## src/rtl/nfcd_pkg.sv

```systemverilog
package nfcd_pkg;
   typedef enum logic [3:0] {
      ST_ARRAY, ST_UNL1, ST_UNL2, ST_IDENT,
      ST_SETUP, ST_UNL4, ST_UNL5, ST_ERASE, ST_FAIL
   } cst_t;

   localparam logic [1:0] MD_ARRAY = 2'd0;
   localparam logic [1:0] MD_IDENT = 2'd1;
   localparam logic [1:0] MD_ERASE = 2'd2;
   localparam logic [1:0] MD_FAIL  = 2'd3;

   localparam logic [7:0] OP_RESET  = 8'hF0;
   localparam logic [7:0] OP_KEY1   = 8'hAA;
   localparam logic [7:0] OP_KEY2   = 8'h55;
   localparam logic [7:0] OP_IDENT  = 8'h90;
   localparam logic [7:0] OP_SETUP  = 8'h80;
   localparam logic [7:0] OP_CHIP   = 8'h10;
   localparam logic [7:0] OP_SECTOR = 8'h30;

   localparam logic [10:0] ADR_KEY1 = 11'h555;
   localparam logic [10:0] ADR_KEY2 = 11'h2AA;
endpackage

```

## src/rtl/nfcd_seq.sv

```systemverilog
module nfcd_seq
   import nfcd_pkg::*;
(
   input  logic       clk,
   input  logic       rst_n,
   input  logic       wr_en,
   input  logic [7:0] wdata,
   input  logic       hit_key1,
   input  logic       hit_key2,
   input  logic       tmr_done,
   input  logic       tmr_expire,
   output cst_t       state,
   output logic       start_pulse,
   output logic       start_chip
);
   cst_t nxt;
   logic k1_ok, k2_ok;

   assign k1_ok = wr_en && hit_key1 && (wdata == OP_KEY1);
   assign k2_ok = wr_en && hit_key2 && (wdata == OP_KEY2);

   always_comb begin
      nxt         = state;
      start_pulse = 1'b0;
      start_chip  = 1'b0;
      if (wr_en && wdata == OP_RESET) begin
         nxt = ST_ARRAY;
      end else begin
         case (state)
            ST_ARRAY: if (wr_en) nxt = k1_ok ? ST_UNL1 : ST_ARRAY;
            ST_UNL1:  if (wr_en) nxt = k2_ok ? ST_UNL2 : ST_ARRAY;
            ST_UNL2: begin
               if (wr_en) begin
                  if (hit_key1 && wdata == OP_IDENT)      nxt = ST_IDENT;
                  else if (hit_key1 && wdata == OP_SETUP) nxt = ST_SETUP;
                  else                                     nxt = ST_ARRAY;
               end
            end
            ST_IDENT: nxt = ST_IDENT;
            ST_SETUP: if (wr_en) nxt = k1_ok ? ST_UNL4 : ST_ARRAY;
            ST_UNL4:  if (wr_en) nxt = k2_ok ? ST_UNL5 : ST_ARRAY;
            ST_UNL5: begin
               if (wr_en) begin
                  if (hit_key1 && wdata == OP_CHIP) begin
                     nxt         = ST_ERASE;
                     start_pulse = 1'b1;
                     start_chip  = 1'b1;
                  end else if (wdata == OP_SECTOR) begin
                     nxt         = ST_ERASE;
                     start_pulse = 1'b1;
                  end else begin
                     nxt = ST_ARRAY;
                  end
               end
            end
            ST_ERASE: begin
               if (tmr_done)        nxt = ST_ARRAY;
               else if (tmr_expire) nxt = ST_FAIL;
            end
            ST_FAIL:  nxt = ST_FAIL;
            default:  nxt = ST_ARRAY;
         endcase
      end
   end

   always_ff @(posedge clk or negedge rst_n) begin
      if (!rst_n) state <= ST_ARRAY;
      else        state <= nxt;
   end
endmodule

```

## src/rtl/nfcd_timer.sv

```systemverilog
module nfcd_timer #(
   parameter int unsigned ERASE_CYCLES   = 24,
   parameter int unsigned TIMEOUT_CYCLES = 40
) (
   input  logic clk,
   input  logic rst_n,
   input  logic start,
   input  logic run,
   input  logic hold_off,
   output logic done,
   output logic expire
);
   localparam int unsigned CW = $clog2(TIMEOUT_CYCLES + 1);

   logic [CW-1:0] cnt;

   always_ff @(posedge clk or negedge rst_n) begin
      if (!rst_n)     cnt <= '0;
      else if (start) cnt <= '0;
      else if (run)   cnt <= cnt + 1'b1;
   end

   assign done   = run && !hold_off && (cnt == CW'(ERASE_CYCLES - 1));
   assign expire = run && (cnt == CW'(TIMEOUT_CYCLES - 1));
endmodule

```

## src/rtl/nfcd_rdpath.sv

```systemverilog
module nfcd_rdpath
   import nfcd_pkg::*;
#(
   parameter logic [7:0] MFR_CODE = 8'hC2,
   parameter logic [7:0] DEV_CODE = 8'h5B
) (
   input  logic       clk,
   input  logic       rst_n,
   input  logic       rd_en,
   input  cst_t       state,
   input  logic [1:0] sel,
   input  logic [7:0] array_rdata,
   input  logic       start,
   output logic [7:0] rdata
);
   logic tog;

   always_ff @(posedge clk or negedge rst_n) begin
      if (!rst_n) begin
         rdata <= 8'h00;
         tog   <= 1'b0;
      end else begin
         if (rd_en) begin
            case (state)
               ST_IDENT: begin
                  case (sel)
                     2'b00:   rdata <= MFR_CODE;
                     2'b01:   rdata <= DEV_CODE;
                     default: rdata <= 8'h00;
                  endcase
               end
               ST_ERASE: begin
                  rdata <= {1'b0, tog, 1'b0, 5'b00000};
                  tog   <= ~tog;
               end
               ST_FAIL: begin
                  rdata <= {1'b0, tog, 1'b1, 5'b00000};
                  tog   <= ~tog;
               end
               default: rdata <= array_rdata;
            endcase
         end
         if (start) tog <= 1'b0;
      end
   end
endmodule

```

## src/rtl/nor_cmd_decoder.sv

```systemverilog
module nor_cmd_decoder
   import nfcd_pkg::*;
#(
   parameter int unsigned ADDR_W         = 12,
   parameter int unsigned SECT_LSB       = 8,
   parameter int unsigned ERASE_CYCLES   = 24,
   parameter int unsigned TIMEOUT_CYCLES = 40,
   parameter logic [7:0]  MFR_CODE       = 8'hC2,
   parameter logic [7:0]  DEV_CODE       = 8'h5B,
   parameter bit          FULL_DECODE    = 1'b0
) (
   input  logic                       clk,
   input  logic                       rst_n,
   input  logic                       wr_en,
   input  logic                       rd_en,
   input  logic [ADDR_W-1:0]          addr,
   input  logic [7:0]                 wdata,
   input  logic [7:0]                 array_rdata,
   input  logic                       force_timeout,
   output logic [7:0]                 rdata,
   output logic [1:0]                 mode,
   output logic                       ready,
   output logic                       erase_whole,
   output logic [ADDR_W-SECT_LSB-1:0] erase_sector
);
   localparam int unsigned SECT_W = ADDR_W - SECT_LSB;

   generate
      if (ADDR_W < 11)                      $error("ADDR_W must cover the unlock addresses");
      if (SECT_LSB >= ADDR_W)               $error("SECT_LSB must lie below ADDR_W");
      if (ERASE_CYCLES < 2)                 $error("ERASE_CYCLES too small");
      if (TIMEOUT_CYCLES <= ERASE_CYCLES)   $error("TIMEOUT_CYCLES must exceed ERASE_CYCLES");
   endgenerate

   logic hit_key1, hit_key2;

   generate
      if (FULL_DECODE) begin : g_full
         assign hit_key1 = (addr == ADDR_W'(ADR_KEY1));
         assign hit_key2 = (addr == ADDR_W'(ADR_KEY2));
      end else begin : g_low
         assign hit_key1 = (addr[10:0] == ADR_KEY1);
         assign hit_key2 = (addr[10:0] == ADR_KEY2);
      end
   endgenerate

   cst_t state;
   logic start_pulse, start_chip, tmr_done, tmr_expire;

   nfcd_seq u_seq (
      .clk         (clk),
      .rst_n       (rst_n),
      .wr_en       (wr_en),
      .wdata       (wdata),
      .hit_key1    (hit_key1),
      .hit_key2    (hit_key2),
      .tmr_done    (tmr_done),
      .tmr_expire  (tmr_expire),
      .state       (state),
      .start_pulse (start_pulse),
      .start_chip  (start_chip)
   );

   nfcd_timer #(
      .ERASE_CYCLES   (ERASE_CYCLES),
      .TIMEOUT_CYCLES (TIMEOUT_CYCLES)
   ) u_timer (
      .clk      (clk),
      .rst_n    (rst_n),
      .start    (start_pulse),
      .run      (state == ST_ERASE),
      .hold_off (force_timeout),
      .done     (tmr_done),
      .expire   (tmr_expire)
   );

   nfcd_rdpath #(
      .MFR_CODE (MFR_CODE),
      .DEV_CODE (DEV_CODE)
   ) u_rd (
      .clk         (clk),
      .rst_n       (rst_n),
      .rd_en       (rd_en),
      .state       (state),
      .sel         (addr[1:0]),
      .array_rdata (array_rdata),
      .start       (start_pulse),
      .rdata       (rdata)
   );

   always_ff @(posedge clk or negedge rst_n) begin
      if (!rst_n) begin
         erase_whole  <= 1'b0;
         erase_sector <= '0;
      end else if (start_pulse) begin
         erase_whole  <= start_chip;
         erase_sector <= start_chip ? '0 : addr[ADDR_W-1:SECT_LSB];
      end
   end

   always_comb begin
      case (state)
         ST_IDENT: mode = MD_IDENT;
         ST_ERASE: mode = MD_ERASE;
         ST_FAIL:  mode = MD_FAIL;
         default:  mode = MD_ARRAY;
      endcase
   end

   assign ready = (state != ST_ERASE) && (state != ST_FAIL);

   logic [SECT_W-1:0] unused_sect_w;
   assign unused_sect_w = '0;
endmodule

```

## config.mk

```make
export PLATFORM = sky130hd
export DESIGN_NAME = nor_cmd_decoder
export DESIGN_NICKNAME = d
export VERILOG_FILES = /design/src/rtl/nfcd_pkg.sv /design/src/rtl/nfcd_seq.sv /design/src/rtl/nfcd_timer.sv /design/src/rtl/nfcd_rdpath.sv /design/src/rtl/nor_cmd_decoder.sv
export SDC_FILE = /design/constraint.sdc
export NUM_CORES = 1
export LEC_CHECK = 0
export BUFFER_PORTS_ARGS = -buffer_cell sky130_fd_sc_hd__buf_2
export CAP_MARGIN = 20
export CORE_MARGIN = 10
export CORE_UTILIZATION = 47
export CTS_BUF_LIST = sky130_fd_sc_hd__clkbuf_4
export DETAILED_ROUTE_END_ITERATION = 16
export PLACE_DENSITY = 0.81
export SLEW_MARGIN = 20
export SYNTH_ARGS = -nofsm -noshare
export SYNTH_HDL_FRONTEND = slang
export SYNTH_HIERARCHICAL = 1
export SYNTH_SLANG_ARGS = --single-unit
```

## constraint.sdc

```tcl
create_clock -name clk -period 2.4 [get_ports clk]
set_input_delay 0.12 -clock clk [delete_from_list [all_inputs] [get_ports clk]]
set_output_delay 0.12 -clock clk [all_outputs]
set_load 0.01 [all_outputs]
```

==> run summary <==
PLACED DESIGN
----------------------------------------------------------------------------------------
Post-DP HPWL ..............................................................      3112 um
Count of input and output buffers .........................................           48
Cell total after placement ................................................          269
Worst setup slack after placement .........................................    0.3661 ns
Placer Congestion .........................................................       0.9151

LOGIC SYNTHESIS
----------------------------------------------------------------------------------------
Synthesized netlist net count .............................................          209
Syn Std Cell Area .........................................................    1521 um^2
Dominant cell type by area after synthesis ................................ sky130_fd_sc_hd__dfrtp_1
Number of standard cells after synthesis ..................................          175
Number of warnings reported in the yosys synthesis log ....................            6
Number of flip-flops and latches in the synthesized netlist ...............           24
Number of enable-type register cells in the synthesized netlist ...........            0
Async set or reset register ratio after synthesis .........................       100.0%
Most common cell in the netlist ........................................... sky130_fd_sc_hd__dfrtp_1
Share of synthesized area occupied by flip-flops and latches ..............       39.47%
Cell types with the largest area share after synthesis .................... sky130_fd_sc_hd__dfrtp_1 39%, sky130_fd_sc_hd__nor2_1 5.2%, sky130_fd_sc_hd__nand3b_1 3.5%
Proportion of netlist area held by the largest area contributor ...........       39.47%
Most common flop cell mapped by yosys ..................................... sky130_fd_sc_hd__dfrtp_1
Commonest cells post-synth ................................................ 24 x sky130_fd_sc_hd__dfrtp_1, 21 x sky130_fd_sc_hd__nor2_1, 13 x sky130_fd_sc_hd__nand2_1, 9 x sky130_fd_sc_hd__a21oi_1, 9 x sky130_fd_sc_hd__inv_1
Number of unique standard cell types used by synthesis ....................           48
Synthesized area per cell .................................................   8.694 um^2

LAYOUT
----------------------------------------------------------------------------------------
Net count reported at finish ..............................................          265
Synthesis-to-layout area growth ...........................................       23.85%
Antenna diode count .......................................................            0
Fraction of layout cells with a size suffix above 1 .......................       28.70%
Share of the core filled with cells .......................................       61.22%
Filler Cells Inserted .....................................................          274
Final Instance Count excl. Fillers ........................................          274

CLOCK TREE
----------------------------------------------------------------------------------------
Clock tree buffer depth ...................................................            2
H-tree levels .............................................................            1
Clk slew on worst S/H paths ...............................................      0.13 ns
CTS tree ..................................................................          yes
Post-CTS Setup Repair Bufs ................................................            0
Number of sinks driven by the clock tree ..................................           24
Clock latency of the later-clocked register in the worst-skew pair ........      0.31 ns
CTS root buffer ........................................................... sky130_fd_sc_hd__clkbuf_4
Cts bufs inserted .........................................................            3

GRT
----------------------------------------------------------------------------------------
Global-route wire length before repair ....................................      6630 um
Via count of the first global-routing pass ................................         1507
Pin count of the biggest net entering global routing ......................           25
Total overflow reported by the global router ..............................            0
GRT Total Usage ...........................................................       12.92%
Initial antenna violation count ...........................................            0

FLOORPLANNING
----------------------------------------------------------------------------------------
Initial Util ..............................................................       49.43%
Boundary Pins .............................................................           49
Total Die Area ............................................................    5913 um^2
Die Y-Extent ..............................................................     76.90 um
Core Region ...............................................................    3078 um^2
Overall die width .........................................................     76.90 um
Total number of placement rows ............................................           20

MIN PATH
----------------------------------------------------------------------------------------
Worst Hold Class .......................................................... input port to flop
Hold-critical path depth ..................................................            3
Start point of the worst hold path ........................................ array_rdata[0]
Worst Hold Endpoint ....................................................... u_rd/rdata[0]

CRITICAL PATH
----------------------------------------------------------------------------------------
Reg-to-reg critical path endpoint ......................................... u_seq/state[0]
Crit end category .........................................................         flop
Start-to-end type of the worst setup path ................................. flop to flop
Top fanout value on the critical path .....................................            9
Worst reg2reg setup slack .................................................      0.35 ns
Required time of the critical path ........................................      2.65 ns
Type of origin of the critical path .......................................         flop
Startpoint of the worst-slack reg-to-reg timing path ...................... u_seq/state[3]
Worst-case reg-to-reg path depth ..........................................            7
Data arrival time at the worst-slack endpoint .............................      2.31 ns

STA
----------------------------------------------------------------------------------------
Final Hold Vio Count ......................................................            0
Slew Viols, Final .........................................................            0
Final setup violation count ...............................................            0
Maximum clock rate ........................................................    486.7 MHz
Rel. slew slack ...........................................................       59.00%
TNS Setup .................................................................         0 ns
RSZ-0062 raised after global routing ......................................        false
Post-route setup slack ....................................................    0.3453 ns
Clock tree skew after final layout ........................................  0.003836 ns
Portion of the clock cycle consumed by the worst path in the final layout .       85.61%
Shortest clock period the worst path allows after layout ..................     2.055 ns
Worst-margin pin slew .....................................................    0.6093 ns

DETAILED ROUTING
----------------------------------------------------------------------------------------
Antenna Violating Nets Remaining ..........................................            0
Number of optimization iterations in the first detailed-route pass ........            4
Violation count after the first detailed-routing iteration ................           54
Wire length after detailed routing ........................................      3854 um
Via density per instance ..................................................        5.485
Via total after detailed routing ..........................................         1503
Number of remaining DRC errors ............................................            0
Detailed-route wire length per cell .......................................     14.07 um

OUTCOME
----------------------------------------------------------------------------------------
Result of the run .........................................................    completed

PWR
----------------------------------------------------------------------------------------
Largest voltage drop on the vdd net .......................................    0.2225 mV
Leakage power .............................................................    0.7924 nW
Power density over cell area .............................................. 374.6 nW/um^2

RUN
----------------------------------------------------------------------------------------
Max Cap Violations ........................................................            0

==> what timing repair did <==
item,4_1_cts,5_1_grt
gates resized for setup,0,0
hold endpoints to repair,24,0
hold buffers,1,0
==> routing by layer <==
| layer | up-vias | GRT usage, % | part of all wire, % |
|---|---|---|---|
| met5 | - | 0 | 0 |
| met3 | 6 | 1.748 | 3.6 |
| met2 | 36 | 22.68 | 50 |
| li1 | 754 | - | - |
| met4 | 0 | 5.204 | 1.9 |
| met1 | 707 | 15.36 | 44 |
==> through the flow <==
stage,instance area [um^2],hold slack [ns],power [mW]
floorplan,1521,-0.1756,0.4718
global placement,1848,0.1272,0.5309
detailed placement,1848,0.1263,0.5330
CTS,1884,0.03328,0.7114
global route,1884,0.01814,0.7410
finish,1884,0.03295,0.7058
==> power breakdown <==
part	internal [mW]	leakage, nW	switching (mW)	total (mW)
registers	0.417	0.260	0.00625	0.423
logic	0.0481	0.517	0.0538	0.102
clock network	0.0609	0.0154	0.120	0.181
total	0.526	0.792	0.180	0.706
==> critical path, stage by stage, from the launching register on <==
cell and delay, ns:
sky130_fd_sc_hd__dfrtp_1 0.47, sky130_fd_sc_hd__nand4b_1 0.25, sky130_fd_sc_hd__inv_1 0.11, sky130_fd_sc_hd__nand3_1 0.10
sky130_fd_sc_hd__nor4b_1 0.38, sky130_fd_sc_hd__nor4_1 0.15, sky130_fd_sc_hd__or3_4 0.40, sky130_fd_sc_hd__o21ai_1 0.13
==> kinds of logic after synthesis <==
group	count (synthesis)	share of synthesized area, %
multiplexers	3	2.138
AND/OR/NAND/NOR	97	38.98
XOR/XNOR	4	2.303
adder cells (fa/ha/maj)	1	0.8222
flip-flops	24	39.47
buffers and inverters	15	3.865
AO/OA/AOI/OAI	31	12.42
==> area by class of cell <==
class	count	area [um^2]	share of cell area, %
clock buffer	3	22.52	1.195
tap	44	55.05	2.922
timing repair buffer	56	302.8	16.07
sequential	24	600.6	31.87
inverter	10	37.54	1.992
multi-input combinational	136	862.1	45.75
clock inverter	1	3.754	0.1992
==> flip-flops by register name (all words and copies together) (netlist names) <==
register and cells:
erase_sector 4, erase_whole 1, u_rd/rdata 8, u_rd/tog 1, u_seq/state 4, u_timer/cnt 6
==> placed cells by master, fill, tap and decap left out, types with 4 or more instances in the layout <==
| cell type | instances |
|---|---|
| sky130_fd_sc_hd__o21ai_1 | 4 |
| sky130_fd_sc_hd__nor3b_1 | 5 |
| sky130_fd_sc_hd__nor2b_1 | 4 |
| sky130_fd_sc_hd__nand3b_1 | 7 |
| sky130_fd_sc_hd__a21oi_1 | 9 |
| sky130_fd_sc_hd__nand4b_1 | 4 |
| sky130_fd_sc_hd__nand4_1 | 6 |
| sky130_fd_sc_hd__nor2_1 | 21 |
| sky130_fd_sc_hd__nor4_1 | 5 |
| sky130_fd_sc_hd__inv_1 | 9 |
| sky130_fd_sc_hd__nand2_1 | 13 |
| sky130_fd_sc_hd__nand3_1 | 7 |
| sky130_fd_sc_hd__buf_4 | 7 |
| sky130_fd_sc_hd__buf_2 | 48 |
| sky130_fd_sc_hd__o21ai_0 | 7 |
| sky130_fd_sc_hd__dfrtp_1 | 24 |
==> worst max-delay path by stage <==
stage | slack [ns] | cells past startpoint | start | endpoint
finish | 0.35 | 7 | u_seq/state[3] | u_seq/state[0]
global route | 0.19 | 7 | u_seq/state[3] | u_seq/state[1]
CTS | 0.33 | 7 | u_seq/state[3] | u_seq/state[0]
detailed placement | 0.37 | 7 | u_seq/state[3] | u_seq/state[0]
global placement | 0.45 | 7 | u_seq/state[3] | u_seq/state[2]
floorplan | 0.14 | 6 | u_seq/state[2] | erase_whole
No activity file was read; power rests on OpenSTA's default activity.
